`src/rtl/cap_list_walker.sv`:
```
module cap_list_walker #(
  parameter int         MAX_ENTRIES = 48,
  parameter logic [7:0] HDR_END     = 8'h40
) (
  input  logic        clk,
  input  logic        rst_n,
  input  logic        start,
  output logic        rd_req_valid,
  input  logic        rd_req_ready,
  output logic [7:0]  rd_req_addr,
  input  logic        rd_rsp_valid,
  input  logic [31:0] rd_rsp_data,
  output logic        busy,
  output logic        cap_valid,
  output logic [7:0]  cap_id,
  output logic [7:0]  cap_offset,
  output logic        done,
  output logic        no_device,
  output logic        list_err,
  output logic        multi_fn,
  output logic [5:0]  cap_count
);
  localparam int CW = 6;

  typedef enum logic [2:0] {S_IDLE, S_VID, S_HDR, S_STAT, S_CPTR, S_CAP} st_t;
  st_t        state;
  logic       issued;
  logic [7:0] ptr;
  logic [7:0] nxt;
  logic       got;

  assign busy         = (state != S_IDLE);
  assign rd_req_valid = busy && !issued;
  assign got          = issued && rd_rsp_valid;
  assign nxt          = ((state == S_CPTR) ? rd_rsp_data[7:0] : rd_rsp_data[15:8]) & 8'hFC;

  always_comb begin
    case (state)
      S_HDR:   rd_req_addr = 8'h0C;
      S_STAT:  rd_req_addr = 8'h04;
      S_CPTR:  rd_req_addr = 8'h34;
      S_CAP:   rd_req_addr = ptr;
      default: rd_req_addr = 8'h00;
    endcase
  end

  always_ff @(posedge clk or negedge rst_n) begin
    if (!rst_n) begin
      state      <= S_IDLE;
      issued     <= 1'b0;
      ptr        <= '0;
      cap_valid  <= 1'b0;
      cap_id     <= '0;
      cap_offset <= '0;
      done       <= 1'b0;
      no_device  <= 1'b0;
      list_err   <= 1'b0;
      multi_fn   <= 1'b0;
      cap_count  <= '0;
    end else begin
      done      <= 1'b0;
      cap_valid <= 1'b0;
      if (rd_req_valid && rd_req_ready) issued <= 1'b1;
      if (state == S_IDLE) begin
        if (start) begin
          state     <= S_VID;
          no_device <= 1'b0;
          list_err  <= 1'b0;
          multi_fn  <= 1'b0;
          cap_count <= '0;
        end
      end else if (got) begin
        issued <= 1'b0;
        case (state)
          S_VID: begin
            if (rd_rsp_data[15:0] == 16'hFFFF) begin
              no_device <= 1'b1;
              done      <= 1'b1;
              state     <= S_IDLE;
            end else state <= S_HDR;
          end
          S_HDR: begin
            multi_fn <= rd_rsp_data[23];
            state    <= S_STAT;
          end
          S_STAT: begin
            if (rd_rsp_data[20]) state <= S_CPTR;
            else begin
              done  <= 1'b1;
              state <= S_IDLE;
            end
          end
          default: begin
            if (state == S_CAP) begin
              cap_valid  <= 1'b1;
              cap_id     <= rd_rsp_data[7:0];
              cap_offset <= ptr;
              cap_count  <= cap_count + 1'b1;
            end
            if (nxt == 8'h00) begin
              done  <= 1'b1;
              state <= S_IDLE;
            end else if (nxt < HDR_END ||
                         (state == S_CAP && cap_count == CW'(MAX_ENTRIES - 1))) begin
              list_err <= 1'b1;
              done     <= 1'b1;
              state    <= S_IDLE;
            end else begin
              ptr   <= nxt;
              state <= S_CAP;
            end
          end
        endcase
      end
    end
  end

  assert_req_hold_R9: assert property (@(posedge clk) disable iff (!rst_n)
    rd_req_valid && !rd_req_ready |=> rd_req_valid && $stable(rd_req_addr));
  assert_done_pulse_R10: assert property (@(posedge clk) disable iff (!rst_n)
    done |=> !done);
  assert_entry_offset_R6: assert property (@(posedge clk) disable iff (!rst_n)
    cap_valid |-> (cap_offset[1:0] == 2'b00) && (cap_offset >= HDR_END));
  assert_count_limit_R7: assert property (@(posedge clk) disable iff (!rst_n)
    cap_count <= CW'(MAX_ENTRIES));
  assert_nodev_empty_R1: assert property (@(posedge clk) disable iff (!rst_n)
    done && no_device |-> cap_count == 0 && !list_err && !multi_fn);
endmodule

```
`config.mk`:
```
export PLATFORM = sky130hd
export DESIGN_NAME = cap_list_walker
export DESIGN_NICKNAME = d
export VERILOG_FILES = /design/src/rtl/cap_list_walker.sv
export SDC_FILE = /design/constraint.sdc
export NUM_CORES = 1
export LEC_CHECK = 0
export BUFFER_PORTS_ARGS = -buffer_cell sky130_fd_sc_hd__buf_2
export CAP_MARGIN = 30
export CORE_AREA = 2 2 83 85
export CTS_CLUSTER_DIAMETER = 150
export DETAILED_ROUTE_END_ITERATION = 12
export DIE_AREA = 0 0 85 87
export GPL_TIMING_DRIVEN = 0
export PLACE_DENSITY = 0.53
export SYNTH_ARGS = -nofsm -noshare
export SYNTH_HDL_FRONTEND = slang
export SYNTH_SLANG_ARGS = --single-unit
```
`constraint.sdc`:
```
create_clock -name clk -period 2.3 [get_ports clk]
set_input_delay 0.23 -clock clk [delete_from_list [all_inputs] [get_ports clk]]
set_output_delay 0.23 -clock clk [all_outputs]
set_load 0.05 [all_outputs]
```
* Word level (Yosys, flattened, before mapping)
Cells that the tools add are included.
Word-level totals: input port bits 37, logic and storage cells 92, register bits 35
Cells by class: muxes and demuxes 42, add/sub/neg operators 1, reductions and logical operators 23, bitwise logic cells 4, magnitude comparators 1, equal/unequal tests 10
Operators by type and width (number):
- $pmux 8 s4 | 1
- $mux 6 | 5
- $mux 1 | 26
- $mux 3 | 6
- $eq 16x16->1 const B | 1
- $reduce_and 4->1 | 3
- $reduce_bool 2->1 | 6
- $reduce_and 5->1 | 2
- $pmux 3 s3 | 1
- $logic_not 8->1 | 1
- $lt 8x7->1 const B | 1
- $mux 8 | 1
- $add 6x1->6 const B | 1
- $eq 3x2->1 const B | 2
- $eq 3x3->1 const B | 2
- $eq 6x6->1 const B | 1
- $logic_and 1x1->1 | 4
- $ne 2x2->1 const B | 2
- $not 1->1 | 4
- $eq 3x1->1 const B | 1
- $logic_not 3->1 | 1
- $pmux 1 s3 | 1
- $reduce_and 3->1 | 1
- $reduce_bool 3->1 | 1
- 6 further kinds | 6

* Longest topological paths before layout
Gate-level depths: netlist of run 1.
depth in word-level cells 9, mapped depth 7, mapped depth without buffers 5

* Least setup slack after synthesis of run 1
No wires, ideal clock.
kind flip-flop to flip-flop, start reg cap_count[0], end reg ptr[2], period minus slack after synthesis 1994 ps, cell stages (with the launch flop) 6, setup time 125 ps, slack 306 ps, arrival time 1870 ps, data required time 2175 ps, cells stage by stage dfrtp_1 -> ha_1 -> nand2_1 -> nor3_1 -> a2111oi_4 -> mux2_2
On the way: longest elaborated chain between the ends 5
Ends and longest elaborated chain:
- start, declared | line 21 | output logic [5:0] cap_count
- start signal, assigned | line 98 | cap_count <= cap_count + 1'b1;
- $eq 6x6->1 | line 104 | (state == S_CAP && cap_count == CW'(MAX_ENTRIES - 1))) begin
- $logic_and 1x1->1 | line 104
- $logic_or 1x1->1 | line 103 | end else if (nxt < HDR_END ||
- $not 1->1 (no line)
- $reduce_and 5->1 (no line)
- end signal, assigned | line 109 | ptr <= nxt;
- end, declared | line 28 | logic [7:0] ptr;
Every way passes these cells. A chain may end at the register's enable or synchronous reset.

* Worst setup path after layout of run 1
start reg state[2], end out busy
On the way: longest elaborated chain between the ends 1
Ends and longest elaborated chain:
- start, declared | line 26 | st_t state;
- start signal, assigned | line 49 | state <= S_IDLE;
- start signal, assigned | line 66 | state <= S_VID;
- start signal, assigned | line 79 | state <= S_IDLE;
- $reduce_bool 3->1 | line 32 | assign busy = (state != S_IDLE);
- end, declared | line 13 | output logic busy,
Every way passes these cells.

==> results of run 1 <==
-- per-layer routing --
metal  up-vias  track usage  part of all wire
met5         -            0                 0
met4         0       0.0390             0.011
met3         5       0.0455             0.094
met2        65        0.196              0.43
met1       767        0.195              0.47
li1        757            -                 -
-- where the power goes --
part           internal (mW)  switching (mW)
sequential             0.858           0.173
combinational          0.613            1.39
clock                  0.323           0.248
total                   1.79            1.81
-- cells by family (layout without fill, tap and decap cells) --
family,count (synthesis),in the layout,share of synthesized area
compound gates,33,33,0.143
xor+xnor,4,4,0.0183
fa+ha+maj,1,1,0.00652
buf+inv,20,83,0.0593
flops,35,35,0.456
mux,29,29,0.169
other cells,1,4,0.00195
simple gates,51,51,0.145
-- layout by cell type, fill, tap and decap left out, types with 2 or more instances in the layout --
| cell | count |
|---|---|
| buf_2 | 60 |
| dfrtp_1 | 35 |
| mux2_2 | 28 |
| nor2_1 | 13 |
| o21ai_0 | 7 |
| nand2_1 | 7 |
| clkbuf_8 | 6 |
| inv_1 | 6 |
| buf_4 | 6 |
| nor3_1 | 5 |
| a21oi_1 | 5 |
| nand4_1 | 5 |
| xnor2_1 | 4 |
| conb_1 | 4 |
| and3_1 | 3 |
| a21o_1 | 3 |
| nand3_1 | 3 |
| nor4_1 | 3 |
| a211oi_1 | 3 |
| and2_1 | 2 |
| nand2b_1 | 2 |
| a2111oi_4 | 2 |
-- layout make-up --
cell class,count,area share
clock buffer,5,0.0284
multi-input combinational,122,0.389
sequential,35,0.362
tap,80,0.0414
clock inverter,3,0.0181
inverter,6,0.00931
buffer,14,0.0383
timing repair buffer,55,0.114
-- sequential cells by signal (all words and copies together), names as in the netlist --
signal      cells
multi_fn        1
list_err        1
issued          1
cap_valid       1
cap_offset      6
cap_id          8
cap_count       6
state           3
done            1
ptr             6
no_device       1
-- path summary, 6_finish.rpt --
check	slack (ps)	cells past startpoint	to	from
max	130	4	busy	state[2]$_DFFE_PN0P_
min	40	1	cap_valid$_DFF_PN0_	rst_n
max reg2reg	360	5	ptr[2]$_DFFE_PN0P_	cap_count[0]$_DFFE_PN0P_
min reg2reg	500	1	list_err$_DFFE_PN0P_	list_err$_DFFE_PN0P_
max in group asynchronous	1750	1	cap_count[5]$_DFFE_PN0P_	rst_n
min in group clk	180	3	issued$_DFF_PN0_	rd_req_ready
-- through the flow --
stage	total power [mW]	hold slack [ps]	std cells
final	3.60	36.3	320
after global routing	3.81	94.2	320
after CTS	3.64	59.8	320
after detailed placement	3.05	378	312
after global placement	3.04	370	312
after floorplan	2.58	-65.6	177
-- worst reg2reg max path, delay by kind of cell (launching register included) --
kind / cells / cell delay, ps
flops: 1 / 430
mux: 1 / 400
simple gates: 2 / 190
fa+ha+maj: 1 / 270
compound gates: 1 / 540
==> results.cfg, run 1 <==
[cts]
numCtsBuffers = 5
cts_setup_buffers = 0
ctsRootBufferMaster = clkbuf_8
post_cts_resize_count = 0
cts_tree = done
worstSkewPairLatency_ps = 290
htreeDepth = 2
path_clk_slew_ps = 80
cts_sinks = 35
cts_max_path_buffers = 2
hold_buffers = 0

[routing]
drt_first_iter_violations = 100
viasPerCell = 4.98
drt-total-wl_mm = 4.89
ant_nets = 0
wire_per_inst_um = 15.3
drcViolationCount = 0
vias = 1594
first_pass_iters = 4

[timing]
finalCriticalPeriod_ps = 2170
slew-limit-headroom = 0.451
fin_ws_ps = 133
drv_slew = 0
max_slew.worst_pin.slew_ps = 824
hold_violations = 0
min_period_over_period = 0.942
fin_skew_ps = 4.80
setup_viol_count_final = 0
setup_tns_ps = 0
grt_setup_unrepaired = no
max_freq_ghz = 0.461

[final_layout]
seq_area_um2 = 876
num-fill-cells = 672
multiInputGateArea_um2 = 941
drive_gt1_frac = 0.458
design_area_um2 = 2420
syn_to_final_growth_pct = 26.1
n_antenna_cell = 0
finalNetCount = 277
utilization = 0.368

[global_routing]
grt_pass1_vias = 1493
gr-total-overflow = 0
track_usage = 0.136
antenna_found_initial = 0
grt_pass1_wl_mm = 7.86
grt_max_degree = 36

[synth]
syn_area_um2 = 1920
yosys.area.top_type = dfrtp_1
async_flop_share = 1.00
synth_edf_count = 0
synthFlopType = dfrtp_1
yosysWarnings = 0
synth_common_cells = 35 x dfrtp_1, 28 x mux2_2, 13 x nor2_1
synth_top_area_frac = 0.456
synth.most_common_cell = dfrtp_1
yosysSeqAreaShare = 0.456
syn_inst = 174
ys_types = 47
ys_ff_latch = 35
syn_area_per_cell_um2 = 11.0
netlist_top_cells_area = dfrtp_1 46%, mux2_2 16%, a2111oi_4 2.9%

[critical_path]
worstPathMaxFanout = 10
crit_family = buffers and inverters
setup.worst_path.class = flop to primary output
slowest_delay_ps = 510
worstSetupStartpointType = flop
required_ps = 2070
path_buf_inv = 3
crit_arrival_ps = 1940
cp-end-kind = primary output
crit_chain = clkbuf_8 > nor3_1 > inv_1 > buf_2
cp_slowest_cell = nor3_1

[run]
drv_cap = 0

[placed_design]
gp_congestion = 0.854
place_ws_ps = 353
dp_hpwl_mm = 3.70
place_area_um2 = 2310
port_buffers = 55

[power]
cellPowerDensity_nw_per_um2 = 1490
p_leak_nw = 1.16
vdd_drop_max_v = 0.000889

[floorplan]
core_um2 = 6570
dieArea_um2 = 7400
core.rowCount = 30
die_h_um = 87
die_x_um = 85
ioPinCount = 74
start_util = 0.292

[worst_hold_path]
hold_class = input port to asynchronous set/reset pin

[status]
status = finished, final reports clean
(Power assumes the default switching activity.)
==> run 2: changes to the inputs <==
PLACE_DENSITY = 0.55   (was 0.53)
==> results.cfg, run 2 (synthesis results as in run 1) <==
[status]
status = finished, final reports clean

[placed_design]
dp_hpwl_mm = 3.57
gp_congestion = 0.831
placedCellCount = 312
port_buffers = 55
place_area_um2 = 2310
place_ws_ps = 366

[global_routing]
antenna_found_initial = 0
grt_pass1_wl_mm = 7.71
gr-total-overflow = 0
track_usage = 0.131
grt_pass1_vias = 1548
grt_max_degree = 36

[floorplan]
start_util = 0.292
ioPinCount = 74
die_x_um = 85
dieArea_um2 = 7400
core_um2 = 6570
core.rowCount = 30
die_h_um = 87

[cts]
ctsRootBufferMaster = clkbuf_8
path_clk_slew_ps = 80
post_cts_resize_count = 0
hold_buffers = 0
cts_setup_buffers = 0
htreeDepth = 2
cts_max_path_buffers = 2
cts_tree = done
cts_sinks = 35
worstSkewPairLatency_ps = 280
numCtsBuffers = 5

[run]
drv_cap = 0

[timing]
max_slew.worst_pin.slew_ps = 804
hold_violations = 0
min_period_over_period = 0.938
drv_slew = 0
finalCriticalPeriod_ps = 2160
grt_setup_unrepaired = no
max_freq_ghz = 0.464
slew-limit-headroom = 0.464
setup_viol_count_final = 0
fin_skew_ps = 7.73
fin_ws_ps = 143
setup_tns_ps = 0
holdWs_ps = 28.1

[final_layout]
final_common_cell = buf_2
most-common-layout-cells = 60 x buf_2, 35 x dfrtp_1, 28 x mux2_2
largest_reg_flops = 8
max_flop_register = cap_id
num-fill-cells = 670
multiInputGateArea_um2 = 946
syn_to_final_growth_pct = 26.5
finalNetCount = 277
utilization = 0.370
drive_gt1_frac = 0.458
fin_cells = 320
seq_area_um2 = 876
n_antenna_cell = 0
design_area_um2 = 2430

[routing]
wire_per_inst_um = 14.8
drt-total-wl_mm = 4.73
first_pass_iters = 4
drcViolationCount = 0
vias = 1542
viasPerCell = 4.82
drt_first_iter_violations = 78
ant_nets = 0

[critical_path]
worstPathMaxFanout = 10
crit_arrival_ps = 1930
setup.worst_path.class = flop to primary output
cp-end-kind = primary output
worstSetupStartpointType = flop
required_ps = 2070

[worst_hold_path]
hold_class = input port to asynchronous set/reset pin

[power]
fin_total_pwr_mw = 3.60
vdd_drop_max_v = 0.000764
cellPowerDensity_nw_per_um2 = 1480
p_leak_nw = 1.16
## run 2: cell count changes in the layout (fill, tap and decap cells not counted)
cell and delta:
nor3_2 +1, clkbuf_8 +1, nor3_1 -1, clkbuf_2 -1, clkbuf_1 +1, clkinv_4 -1
## run 2: worst max-delay path, stage by stage, from the launching register on
cell and delay, ps:
dfrtp_1 430, clkbuf_8 200, clkbuf_1 340, and2_1 250
a22o_1 170, buf_2 260
## run 2: path summary, 6_finish.rpt
check | end | cells past startpoint | slack [ps] | from
worst max-delay path | rd_req_addr[3] | 5 | 140 | state[2]$_DFFE_PN0P_
worst min-delay path | ptr[5]$_DFFE_PN0P_ | 1 | 30 | rst_n
worst max register to register | cap_offset[2]$_DFFE_PN0P_ | 5 | 350 | state[0]$_DFFE_PN0P_
worst min register to register | list_err$_DFFE_PN0P_ | 1 | 500 | list_err$_DFFE_PN0P_
max in group asynchronous | cap_count[4]$_DFFE_PN0P_ | 1 | 1760 | rst_n
min in group clk | issued$_DFF_PN0_ | 3 | 180 | rd_req_ready
## run 2: where the power goes
part / switching, mW / internal, mW
sequential: 0.170 / 0.858
combinational: 1.38 / 0.613
clock: 0.227 / 0.351
total: 1.78 / 1.82
## run 2: cell type report
type                    instances  share of cell area
repair buffers                 55               0.113
well taps                      80              0.0412
inverters                       6             0.00927
clock buffers                   6              0.0340
flip-flops and latches         35               0.361
clock inverters                 2              0.0144
plain buffers                  14              0.0376
multi-input cells             122               0.389
## run 2: layer usage
| metal | part of all wire | global-route usage | routed length, µm |
|---|---|---|---|
| met1 | 0.49 | 0.184 | 2300 |
| met2 | 0.43 | 0.200 | 2050 |
| met3 | 0.076 | 0.0436 | 357 |
| met4 | 0.0042 | 0.0216 | 20 |
| met5 | 0 | 0 | 0 |
